==> config.mk <==
export PLATFORM = sky130hd
export DESIGN_NAME = intc_ctrl
export DESIGN_NICKNAME = d
export VERILOG_FILES = /design/src/rtl/intc_pkg.sv /design/src/rtl/intc_addr_dec.sv /design/src/rtl/intc_pend_bank.sv /design/src/rtl/intc_req_gen.sv /design/src/rtl/intc_ctrl.sv
export SDC_FILE = /design/constraint.sdc
export NUM_CORES = 1
export LEC_CHECK = 0
export BUFFER_PORTS_ARGS = -buffer_cell sky130_fd_sc_hd__buf_2
export CAP_MARGIN = 20
export CELL_PAD_IN_SITES_DETAIL_PLACEMENT = 2
export CELL_PAD_IN_SITES_GLOBAL_PLACEMENT = 2
export CORE_ASPECT_RATIO = 1.5
export CORE_UTILIZATION = 17
export CTS_CLUSTER_DIAMETER = 120
export DETAILED_ROUTE_END_ITERATION = 10
export PLACE_DENSITY_LB_ADDON = 0.12
export SYNTH_ARGS = -nofsm -noshare
export SYNTH_HDL_FRONTEND = slang
export SYNTH_SLANG_ARGS = --single-unit
==> constraint.sdc <==
create_clock -name clk -period 1.46 [get_ports clk]
set_input_delay 0.146 -clock clk [delete_from_list [all_inputs] [get_ports clk]]
set_output_delay 0.146 -clock clk [all_outputs]
set_load 0.01 [all_outputs]
==> src/rtl/intc_pkg.sv <==
package intc_pkg;

    // Decoded register access for one cycle
    typedef struct packed {
        logic wr_hit;
        logic rd_hit;
    } acc_t;

    localparam int unsigned DEF_SRC_N   = 5;
    localparam int unsigned DEF_IPL_W   = 3;
    localparam int unsigned DEF_VEC_W   = 8;
    localparam int unsigned DEF_VECTOR  = 64;

endpackage

==> src/rtl/intc_addr_dec.sv <==
module intc_addr_dec #(
    parameter int unsigned ADDR_W  = 10,
    parameter int unsigned REG_OFS = 'h0E0
) (
    input  logic              reg_wr,
    input  logic              reg_rd,
    input  logic [ADDR_W-1:0] reg_addr,
    output intc_pkg::acc_t    acc
);
    localparam logic [ADDR_W-1:0] OFS = ADDR_W'(REG_OFS);

    always_comb begin
        acc.wr_hit = reg_wr && (reg_addr == OFS);
        acc.rd_hit = reg_rd && (reg_addr == OFS);
    end

endmodule

==> src/rtl/intc_pend_bank.sv <==
module intc_pend_bank #(
    parameter int unsigned SRC_N = 5
) (
    input  logic             clk,
    input  logic             rst_n,
    input  logic [SRC_N-1:0] set_i,
    input  logic [SRC_N-1:0] clr_i,
    output logic [SRC_N-1:0] pend_o
);
    typedef struct packed {
        logic [SRC_N-1:0] pend;
    } st_t;

    st_t st_d, st_q;

    // Per-flag next value: a new event outranks a clear in the same cycle
    for (genvar i = 0; i < SRC_N; i++) begin : g_flag
        always_comb begin
            st_d.pend[i] = set_i[i] | (st_q.pend[i] & ~clr_i[i]);
        end
    end

    always_ff @(posedge clk or negedge rst_n) begin
        if (!rst_n) st_q <= '0;
        else        st_q <= st_d;
    end

    assign pend_o = st_q.pend;

    AST_SET_WINS: assert property (@(posedge clk) disable iff (!rst_n)
        (set_i != '0) |=> ((st_q.pend & $past(set_i)) == $past(set_i)));
    AST_CLEAR_TAKES: assert property (@(posedge clk) disable iff (!rst_n)
        ((clr_i & ~set_i) != '0) |=> ((st_q.pend & $past(clr_i & ~set_i)) == '0));
    AST_FLAG_HOLDS: assert property (@(posedge clk) disable iff (!rst_n)
        (set_i == '0 && clr_i == '0) |=> $stable(st_q.pend));

endmodule

==> src/rtl/intc_req_gen.sv <==
module intc_req_gen #(
    parameter int unsigned SRC_N  = 5,
    parameter int unsigned IPL_W  = 3,
    parameter int unsigned VEC_W  = 8,
    parameter int unsigned VECTOR = 64
) (
    input  logic [SRC_N-1:0] enable_i,
    input  logic [SRC_N-1:0] pend_i,
    input  logic [IPL_W-1:0] ipl_mask_i,
    output logic             irq_o,
    output logic [VEC_W-1:0] vec_o
);
    localparam logic [VEC_W-1:0] VEC = VEC_W'(VECTOR);

    logic [SRC_N-1:0] live;

    always_comb begin
        live  = enable_i & pend_i;
        irq_o = (enable_i != '0) && (live != '0) && (ipl_mask_i == '0);
        vec_o = irq_o ? VEC : '0;
    end

endmodule

==> src/rtl/intc_ctrl.sv <==
module intc_ctrl #(
    parameter int unsigned SRC_N   = intc_pkg::DEF_SRC_N,
    parameter int unsigned DATA_W  = 16,
    parameter int unsigned ADDR_W  = 10,
    parameter int unsigned REG_OFS = 'h0E0,
    parameter int unsigned CLR_LSB = 8,
    parameter int unsigned IPL_W   = intc_pkg::DEF_IPL_W,
    parameter int unsigned VEC_W   = intc_pkg::DEF_VEC_W,
    parameter int unsigned VECTOR  = intc_pkg::DEF_VECTOR
) (
    input  logic              clk,
    input  logic              rst_n,
    input  logic [SRC_N-1:0]  src_pulse,
    input  logic              reg_wr,
    input  logic              reg_rd,
    input  logic [ADDR_W-1:0] reg_addr,
    input  logic [DATA_W-1:0] reg_wdata,
    output logic [DATA_W-1:0] reg_rdata,
    input  logic [IPL_W-1:0]  cpu_ipl_mask,
    output logic              irq_req,
    output logic [VEC_W-1:0]  irq_vector
);
    localparam int unsigned PAD_W = DATA_W - SRC_N;
    localparam logic [VEC_W-1:0] VEC = VEC_W'(VECTOR);

    typedef struct packed {
        logic [SRC_N-1:0] en;
    } ctl_t;

    intc_pkg::acc_t   acc;
    ctl_t             ctl_d, ctl_q;
    logic [SRC_N-1:0] clr;
    logic [SRC_N-1:0] pend;

    intc_addr_dec #(.ADDR_W(ADDR_W), .REG_OFS(REG_OFS)) u_dec (
        .reg_wr   (reg_wr),
        .reg_rd   (reg_rd),
        .reg_addr (reg_addr),
        .acc      (acc)
    );

    always_comb begin
        ctl_d = ctl_q;
        clr   = '0;
        if (acc.wr_hit) begin
            ctl_d.en = reg_wdata[SRC_N-1:0];
            clr      = reg_wdata[CLR_LSB +: SRC_N];
        end
        reg_rdata = acc.rd_hit ? {{PAD_W{1'b0}}, pend} : '0;
    end

    always_ff @(posedge clk or negedge rst_n) begin
        if (!rst_n) ctl_q <= '0;
        else        ctl_q <= ctl_d;
    end

    intc_pend_bank #(.SRC_N(SRC_N)) u_pend (
        .clk    (clk),
        .rst_n  (rst_n),
        .set_i  (src_pulse),
        .clr_i  (clr),
        .pend_o (pend)
    );

    intc_req_gen #(.SRC_N(SRC_N), .IPL_W(IPL_W), .VEC_W(VEC_W), .VECTOR(VECTOR)) u_req (
        .enable_i   (ctl_q.en),
        .pend_i     (pend),
        .ipl_mask_i (cpu_ipl_mask),
        .irq_o      (irq_req),
        .vec_o      (irq_vector)
    );

    AST_MASK_BLOCKS: assert property (@(posedge clk) disable iff (!rst_n)
        (cpu_ipl_mask != '0) |-> !irq_req);
    AST_VECTOR_FIXED: assert property (@(posedge clk) disable iff (!rst_n)
        irq_req |-> (irq_vector == VEC));
    AST_MISS_KEEPS_EN: assert property (@(posedge clk) disable iff (!rst_n)
        !acc.wr_hit |=> $stable(ctl_q.en));
    AST_READ_PURE: assert property (@(posedge clk) disable iff (!rst_n)
        (!acc.rd_hit) |-> (reg_rdata == '0));

endmodule

* Word level (Yosys, flattened, before mapping)
Index checks and enable logic that the tools add are counted.
Storage, ports and cells: register bits 10, input port bits 38, word-level logic and storage cells 29
Cells by class: eq/ne operators 1, mux-type cells 3, bitwise logic cells 16, reductions and logical operators 7
Operators with widths (number):
- $eq A10 B8 Y1 const B | 1
- $mux W5 | 2
- $reduce_bool A5 Y1 | 2
- $mux W7 | 1
- $and A1 B1 Y1 | 5
- $and A5 B5 Y5 | 1
- $not A1 Y1 | 5
- $or A1 B1 Y1 | 5
- $logic_and A1 B1 Y1 | 4
- $logic_not A3 Y1 | 1

* Longest topological paths before layout
Gate-level depths: netlist (run 1).
word-level depth 6, mapped depth 3

* Cells and area by module
From an unflattened synthesis (run 1), not the netlist that was laid out.
Second synthesis, totals: cell total of the unflattened synthesis 67, area, all modules 691.9 um2
By module, submodules not included:
- intc_ctrl | instances 1, cells an instance 33, area an instance 366.6 um2
- intc_pend_bank | instances 1, cells an instance 15, area an instance 181.4 um2
- intc_req_gen | instances 1, cells an instance 12, area an instance 96.3 um2
- intc_addr_dec | instances 1, cells an instance 7, area an instance 47.5 um2

* Worst setup path after synthesis (run 1)
Ideal clock, no wire load.
kind input port to flip-flop, from in reg_addr[3], to reg ctl_q[0] (netlist name), setup time 0.125 ns, arrival 1.502 ns, data required time 1.335 ns, path slack -0.167 ns, stages 3, buffers on the path 0, path through or4b_4 nor4_4 mux2_2
Between the ends: word-level cells in the longest chain between the ends 2
RTL lines:
- from (decl) | line intc_ctrl.sv:16 | input logic [ADDR_W-1:0] reg_addr,
- $eq A10 B8 Y1 | line intc_addr_dec.sv:13 | acc.wr_hit = reg_wr && (reg_addr == OFS);
- $logic_and A1 B1 Y1 | line intc_addr_dec.sv:13
- to (signal assigned) | line intc_ctrl.sv:54 | else ctl_q <= ctl_d;
- to (decl) | line intc_ctrl.sv:31 | ctl_t ctl_d, ctl_q;
No other way between the ends. A chain may end at the register's enable or synchronous reset.

* Worst setup path in the final report (run 1)
from in reg_addr[4], to out reg_rdata[4]
Between the ends: word-level cells in the longest chain between the ends 3
RTL lines:
- $eq A10 B8 Y1 | line intc_addr_dec.sv:14 | acc.rd_hit = reg_rd && (reg_addr == OFS);
- $logic_and A1 B1 Y1 | line intc_addr_dec.sv:14
- $mux W5 | line intc_ctrl.sv:49 | reg_rdata = acc.rd_hit ? {{PAD_W{1'b0}}, pend} : '0;
- to (decl) | line intc_ctrl.sv:18 | output logic [DATA_W-1:0] reg_rdata,
No other way between the ends.

==> reports/metrics.csv, run 1 <==
metric,value,unit
p_int,0.5083,mW
mappedNetlistArea,641.9,sq um
ys.flop_type,dfrtp_1,
ys_seq_area_frac,0.3899,
r2r-start,ctl_q[1]$_DFFE_PN0N_,
rows,27,
grt_pass1_vias,634,
crit_fanout,5,
startpoint_type,primary input,
h-tree-depth,1,
cp_slowest_cell,or4b_4,
dp.cells,150,
antenna_left,0,
overflow,0,
yosysMostFrequentCell,buf_4,
status,"finished, violations left",
cts.sinks,10,
pwr-share-seq,0.425,
clock_latency,0.23,ns
hold_slack,0.09544,ns
critPathCaptureType,primary output,
die-area,4030,sq um
synth_area_leader_cell,dfrtp_1,
netlist_instances,66,
ff2ff_setup_slack,0.57,ns
antenna_found_initial,0,
post-dp-hpwl,1533,um
cap_violations,0,
vias,599,
clock.fmax,631.6,MHz
grt_max_degree,11,
firstDrtPassIters,7,
io_pins,63,
setup_viol,12,
hold_class,primary input to flop,
track_usage,0.09340,
core,3649,sq um
diodes,0,
skew,0,ns
tritoncts,done,
r2r_end,ctl_q[1]$_DFFE_PN0N_,
cts_inserted_buffers,3,
port_buffers,38,
start_util,0.1759,
final_util,0.2836,
min_path_cells,2,
synth_commonest_cells,"buf_4 (19), dfrtp_1 (10), inv_1 (7)",
swShare,0.2333,
final-max-slew-violation-count,0,
drt-total-wl,1859,um
arrival,1.44,ns
cts-root-buf,clkbuf_8,
hold_viol,0,
clk_path_buf_depth,2,
rr_worst_depth,2,
synth_edf_count,0,
p_leak,0.5408,nW
drc,2,
path_class,primary input to primary output,
pwr-share-comb,0.154,
rsz0062_at_grt,yes,
layout-drive-gt1-share,0.5565,
yosys_register_bits,10,
synth_top_area_frac,0.3899,
ys_types,17,
violations,"DRC, setup timing",
avgSynthCellArea,9.725,sq um
fin_cells,158,
drtIter0Drc,4,
die_h,77.26,um
path_cells,"buf_6, or4b_4, nor4_4, buf_4, and2_1, buf_2",
path_clk_slew,0.04,ns
async_flop_share,1.000,
switchingPower,0.1547,mW
hold_end,u_pend.pend_o[1]$_DFF_PN0_,
yosys_warnings,0,
period_needed,1.583,ns
post-place-ws,-0.2183,ns
gp_congestion,0.6970,
cpPeakStageDelay,0.55,ns
areaGrowthSynthToFinish,61.21,%
finalCritPeriodShare,1.084,
p_per_area,640.8,nW/um^2
grt_pass1_wl,2732,um
n_fill_cell,441,
synth_area_leaders,"dfrtp_1 (39%), buf_4 (22%), mux2_2 (8.8%)",
power.total,0.6631,mW
fin_area,1035,sq um
min_from,reg_wdata[9],
die_w,52.17,um
wire_per_inst,11.77,um
nets,155,
peakVddDrop,0.0002453,V
place_area,844.6,sq um
setup_ws,-0.1233,ns
cp.required,1.31,ns
via_per_inst,3.791,
clock_power_share,0.421,
fin_tns_setup,-0.9370,ns
power by group through the flow:
stage,Sequential (mW),Clock (mW),Combinational (mW)
6_report,0.282,0.279,0.102
3_5_place_dp,0.286,0,0.0859
5_1_grt,0.281,0.303,0.114
3_3_place_gp,0.285,0,0.0836
4_1_cts,0.281,0.292,0.0928
2_1_floorplan,0.285,0,0.0708
flip-flops by register name (all words and copies together), names as in the netlist:
name	count
ctl_q	5
u_pend.pend_o	5
cells in the final DEF, fill, tap and decap left out, types with 2 or more instances in the layout:
cell and n:
a31oi_1 4, nor2_1 5, inv_1 7, dfrtp_1 10
buf_4 6, buf_6 10, mux2_4 5, and2_4 4
conb_1 18, nor4_4 2, clkbuf_8 3, buf_2 31
worst max path at each step:
stage                            from              endpoint  slack, ns  cells past startpoint
after floorplan           reg_addr[3]  ctl_q[0]$_DFFE_PN0N_      -0.17                      3
after global placement    reg_addr[3]  ctl_q[3]$_DFFE_PN0N_      -0.19                      5
after detailed placement  reg_addr[3]  ctl_q[0]$_DFFE_PN0N_      -0.22                      5
after CTS                 reg_addr[0]          reg_rdata[4]      -0.10                      6
after global routing      reg_addr[4]          reg_rdata[4]      -0.18                      6
final                     reg_addr[4]          reg_rdata[4]      -0.12                      6
repair_timing:
item	4_1_cts	5_1_grt
endpoints found under the hold margin	10	0
pin swaps	8	7
buffers inserted	2	2
gates resized for setup	8	15
hold buffers	1	0
setup endpoints to repair	7	12
metal layers:
metal  track usage  share of wire
met5             0              0
met4       0.07105          0.015
met3      0.007937          0.067
met2        0.1679           0.55
met1       0.09288           0.36
cells by family after synthesis:
family | share of synthesized area
buffers and inverters | 0.2632
AND/OR/NAND/NOR | 0.1696
flip-flops | 0.3899
AO/OA/AOI/OAI | 0.08382
multiplexers | 0.08771
other | 0.005842
final cells by class:
| class | instances | area, sq um | share of cell area |
|---|---|---|---|
| clock buffers | 3 | 41.29 | 0.03990 |
| inverters | 7 | 26.28 | 0.02539 |
| multi-input cells | 47 | 340.3 | 0.3289 |
| flip-flops and latches | 10 | 250.2 | 0.2418 |
| well taps | 43 | 53.80 | 0.05200 |
| repair buffers | 48 | 322.8 | 0.3120 |
critical path: cells and delay by family:
kind / cells / cell delay, ns
buffers and inverters: 3 / 0.40
AND/OR/NAND/NOR: 3 / 0.90
Note: power is estimated with default switching activity, not from simulation.
==> run 2, diff against run 1 <==
--- a/config.mk
+++ b/config.mk
@@ -7,12 +7,10 @@
 export LEC_CHECK = 0
 export BUFFER_PORTS_ARGS = -buffer_cell sky130_fd_sc_hd__buf_2
 export CAP_MARGIN = 20
-export CELL_PAD_IN_SITES_DETAIL_PLACEMENT = 2
-export CELL_PAD_IN_SITES_GLOBAL_PLACEMENT = 2
-export CORE_ASPECT_RATIO = 1.5
-export CORE_UTILIZATION = 17
+export CORE_UTILIZATION = 35
 export CTS_CLUSTER_DIAMETER = 120
 export DETAILED_ROUTE_END_ITERATION = 10
+export GPL_TIMING_DRIVEN = 0
 export PLACE_DENSITY_LB_ADDON = 0.12
 export SYNTH_ARGS = -nofsm -noshare
 export SYNTH_HDL_FRONTEND = slang
==> reports/metrics.csv, run 2 (synthesis gave the netlist of run 1 again) <==
metric,value,unit
wire_per_inst,8.353,um
crit_fanout,2,
setup_viol,6,
layout-drive-gt1-share,0.5725,
clock_latency,0.27,ns
critPathCapture,irq_vector[6],
skew,0,ns
power.total,0.6614,mW
drtIter0Drc,6,
clk_path_buf_depth,2,
r2r-start,u_pend.pend_o[1]$_DFF_PN0_,
hold_slack,0.04529,ns
critPathCaptureType,primary output,
hold_class,primary input to flop,
fin_tns_setup,-0.3140,ns
status,"finished, violations left",
startpoint,u_pend.pend_o[1]$_DFF_PN0_,
antenna_found_initial,0,
fin_cells,156,
path_class,flop to primary output,
min_from,reg_wdata[11],
tritoncts,done,
fin_area,1052,sq um
clock.fmax,650.5,MHz
vias,591,
cts-root-buf,clkbuf_4,
diodes,0,
die_h,44.83,um
grt_pass1_wl,1918,um
layout_common_cells,"buf_2 (35), buf_4 (23), conb_1 (18)",
track_usage,0.1369,
gp_congestion,0.6994,
final-max-slew-violation-count,0,
ff2ff_setup_slack,0.67,ns
startpoint_type,flop,
place_area,927.1,sq um
die-area,2009,sq um
path_clk_slew,0.07,ns
core,1727,sq um
arrival,1.39,ns
port_buffers,38,
drc,0,
layout_commonest_cell,buf_2,
io_pins,63,
cts.sinks,10,
antenna_left,0,
final_util,0.6094,
grt_pass1_vias,489,
setup_ws,-0.07736,ns
rows,15,
overflow,0,
cp_slowest_cell,dfrtp_1,
cap_violations,0,
period_needed,1.537,ns
hold_viol,0,
areaGrowthSynthToFinish,63.94,%
rsz0062_at_grt,yes,
path_cells,"a222oi_1, a21oi_1, buf_4, buf_6",
p_per_area,628.6,nW/um^2
grt_max_degree,11,
cts_inserted_buffers,3,
rr_worst_depth,3,
drt-total-wl,1303,um
dp.cells,146,
r2r_end,u_pend.pend_o[1]$_DFF_PN0_,
start_util,0.3717,
peakVddDrop,0.0004395,V
via_per_inst,3.788,
post-dp-hpwl,976.7,um
p_leak,0.6048,nW
cp.required,1.31,ns
die_w,44.83,um
h-tree-depth,1,
post-place-ws,-0.4195,ns
violations,setup timing,
firstDrtPassIters,4,
finalCritPeriodShare,1.053,
cpPeakStageDelay,0.40,ns
nets,170,
==> run 2: changes by cell type in the layout (fill, tap and decap cells not counted), sizes merged <==
cell,delta
clkbuf,+1
buf,+15
==> run 2: per-layer routing <==
| metal | routed length [um] | vias up | share of wire | GRT usage |
|---|---|---|---|---|
| met4 | 9 | 0 | 0.0069 | 0.05455 |
| met5 | 0 | - | 0 | 0 |
| met2 | 562 | 37 | 0.43 | 0.2176 |
| met3 | 175 | 2 | 0.13 | 0.06800 |
| met1 | 555 | 237 | 0.43 | 0.1578 |
| li1 | - | 315 | - | - |
==> run 2: cell type report <==
cell class | count | area (sq um)
Inverter | 7 | 26.28
Fill cell | 162 | 674.4
Clock buffer | 4 | 36.28
Sequential cell | 10 | 250.2
Tap cell | 25 | 31.28
Multi-Input combinational cell | 47 | 305.3
Buffer | 19 | 142.6
Timing Repair Buffer | 44 | 260.3
==> run 2: worst max-delay path: cells and delay by family (launching register included) <==
family	cells	cell delay (ns)
DFF	1	0.40
buffers and inverters	2	0.26
AOI/OAI and AO/OA	2	0.47
==> run 2: worst min path at each step <==
stage                                  to  slack [ns]  cells after the start
5_1_grt        u_pend.pend_o[2]$_DFF_PN0_        0.04                      2
3_5_place_dp         ctl_q[4]$_DFFE_PN0N_        0.01                      1
3_3_place_gp         ctl_q[4]$_DFFE_PN0N_        0.01                      1
2_1_floorplan        ctl_q[0]$_DFFE_PN0N_       -0.15                      0
4_1_cts        u_pend.pend_o[2]$_DFF_PN0_        0.04                      2
6_report       u_pend.pend_o[3]$_DFF_PN0_        0.05                      2
==> run 2: power breakdown <==
| group | switching (mW) | internal (mW) | total, mW |
|---|---|---|---|
| logic | 0.0546 | 0.0749 | 0.130 |
| registers | 0.000989 | 0.279 | 0.280 |
| clock network | 0.100 | 0.152 | 0.252 |
==> run 2: timing repair <==
action / 4_1_cts / 5_1_grt
hold buffers: 1 / 0
resized for setup: 5 / 2
pin swaps: 2 / 4
setup buffers: 2 / 3
setup endpoints to repair: 12 / 12
endpoints found under the hold margin: 10 / 0
==> run 3, diff against run 2 <==
--- a/config.mk
+++ b/config.mk
@@ -5,7 +5,7 @@
 export SDC_FILE = /design/constraint.sdc
 export NUM_CORES = 1
 export LEC_CHECK = 0
-export BUFFER_PORTS_ARGS = -buffer_cell sky130_fd_sc_hd__buf_2
+export BUFFER_PORTS_ARGS = -buffer_cell sky130_fd_sc_hd__buf_4
 export CAP_MARGIN = 20
 export CORE_UTILIZATION = 35
 export CTS_CLUSTER_DIAMETER = 120
==> reports/metrics.csv, run 3 (synthesis gave the netlist of run 1 again) <==
metric,value,unit
areaGrowthSynthToFinish,81.68,%
tritoncts,done,
hold_end,u_pend.pend_o[0]$_DFF_PN0_,
p_leak,0.6348,nW
rsz0062_at_grt,yes,
die-area,2009,sq um
overflow,0,
path_class,primary input to primary output,
cp_slowest_cell,or4_4,
final-max-slew-violation-count,0,
min_path_cells,2,
fin_tns_setup,-0.4387,ns
cpPeakStageDelay,0.55,ns
gp_congestion,0.7000,
die_h,44.83,um
n_fill_cell,160,
layout_commonest_cell,buf_4,
violations,setup timing,
post-place-ws,-0.4314,ns
rr_worst_depth,3,
via_per_inst,4.019,
track_usage,0.1384,
drc,0,
critPathBufInv,2,
diodes,0,
drt-total-wl,1463,um
die_w,44.83,um
post-dp-hpwl,1089,um
clk_path_buf_depth,2,
cts.sinks,10,
io_pins,63,
antenna_left,0,
startpoint_type,primary input,
r2r_end,u_pend.pend_o[1]$_DFF_PN0_,
start_util,0.3717,
r2r-start,u_pend.pend_o[1]$_DFF_PN0_,
finalCritPeriodShare,1.054,
setup_viol,6,
hold_class,primary input to flop,
path_cells,"buf_6, or4_4, nor4_4, and2_1, buf_6",
drtIter0Drc,10,
cp.required,1.31,ns
cap_violations,0,
wire_per_inst,9.439,um
layout-drive-gt1-share,0.5769,
cts_inserted_buffers,3,
path_clk_slew,0.06,ns
vias,623,
clock.fmax,650.1,MHz
peakVddDrop,0.0003857,V
firstDrtPassIters,4,
h-tree-depth,1,
fin_cells,155,
skew,0,ns
ff2ff_setup_slack,0.67,ns
min_from,reg_wdata[8],
setup_ws,-0.07831,ns
grt_pass1_wl,2028,um
rows,15,
hold_viol,0,
crit_top_cell,buf_6,
antenna_found_initial,0,
cts-root-buf,clkbuf_4,
clock_latency,0.25,ns
cp_top_family,simple AND/OR/NAND/NOR gates,
crit_fanout,5,
port_buffers,38,
final_util,0.6754,
layout_common_cells,"buf_4 (53), conb_1 (18), dfrtp_1 (10)",
p_per_area,522.6,nW/um^2
nets,170,
dp.cells,146,
grt_pass1_vias,535,
startpoint,reg_addr[0],
arrival,1.39,ns
grt_max_degree,11,
status,"finished, violations left",
core,1727,sq um
critPathCaptureType,primary output,
period_needed,1.538,ns
## run 3: cell types whose count changed in the layout (fill, tap and decap cells not counted), sizes merged
cell,change
clkbuf,-1
## run 3: worst reg2reg max path, cell delays in order, from the launching register on
cell,delay (ns)
dfrtp_1,0.39
buf_4,0.14
nor2_1,0.10
a31oi_1,0.05
## run 3: area by class of cell
cell class	count	area [sq um]	area share
plain buffers	19	142.6	0.1223
clock buffers	3	22.52	0.01931
inverters	7	26.28	0.02253
multi-input cells	47	326.6	0.2800
flip-flops and latches	10	250.2	0.2146
well taps	25	31.28	0.02682
repair buffers	44	366.6	0.3144
## run 3: metal layers
metal	wire length (um)	track usage	share of wire
met1	554	0.1367	0.38
met2	732	0.2735	0.50
met3	176	0.04400	0.12
met4	0	0.03636	0
met5	0	0	0
## run 3: repair_timing
action                                  in CTS  in global routing
setup buffers                                3                  2
pin swaps                                    6                  7
endpoints found under the hold margin       10                  0
gates resized for setup                      8                 10
endpoints found under the setup margin      11                 12
hold buffers                                 1                  0
## run 3: worst max path at each step
stage          cells past startpoint                   end  slack, ns
5_1_grt                            4         irq_vector[6]      -0.15
6_report                           5          reg_rdata[0]      -0.08
2_1_floorplan                      3  ctl_q[0]$_DFFE_PN0N_      -0.17
4_1_cts                            4         irq_vector[6]      -0.11
3_3_place_gp                       4  ctl_q[1]$_DFFE_PN0N_      -0.44
3_5_place_dp                       4  ctl_q[2]$_DFFE_PN0N_      -0.43
## run 3: metrics by stage
step | hold slack [ns] | power [mW] | instance area [sq um]
after floorplan | -0.1496 | 0.3560 | 705.7
after global placement | -0.02142 | 0.4252 | 1022
after detailed placement | -0.01926 | 0.4272 | 1022
after CTS | 0.07008 | 0.6085 | 1115
after global routing | 0.06444 | 0.6471 | 1166
final | 0.07234 | 0.6095 | 1166
## run 3: power by group
part	total (mW)	switching (mW)	internal (mW)
registers	0.280	0.00118	0.279
clock network	0.173	0.0782	0.0943
logic	0.156	0.0559	0.101
total	0.609	0.135	0.474
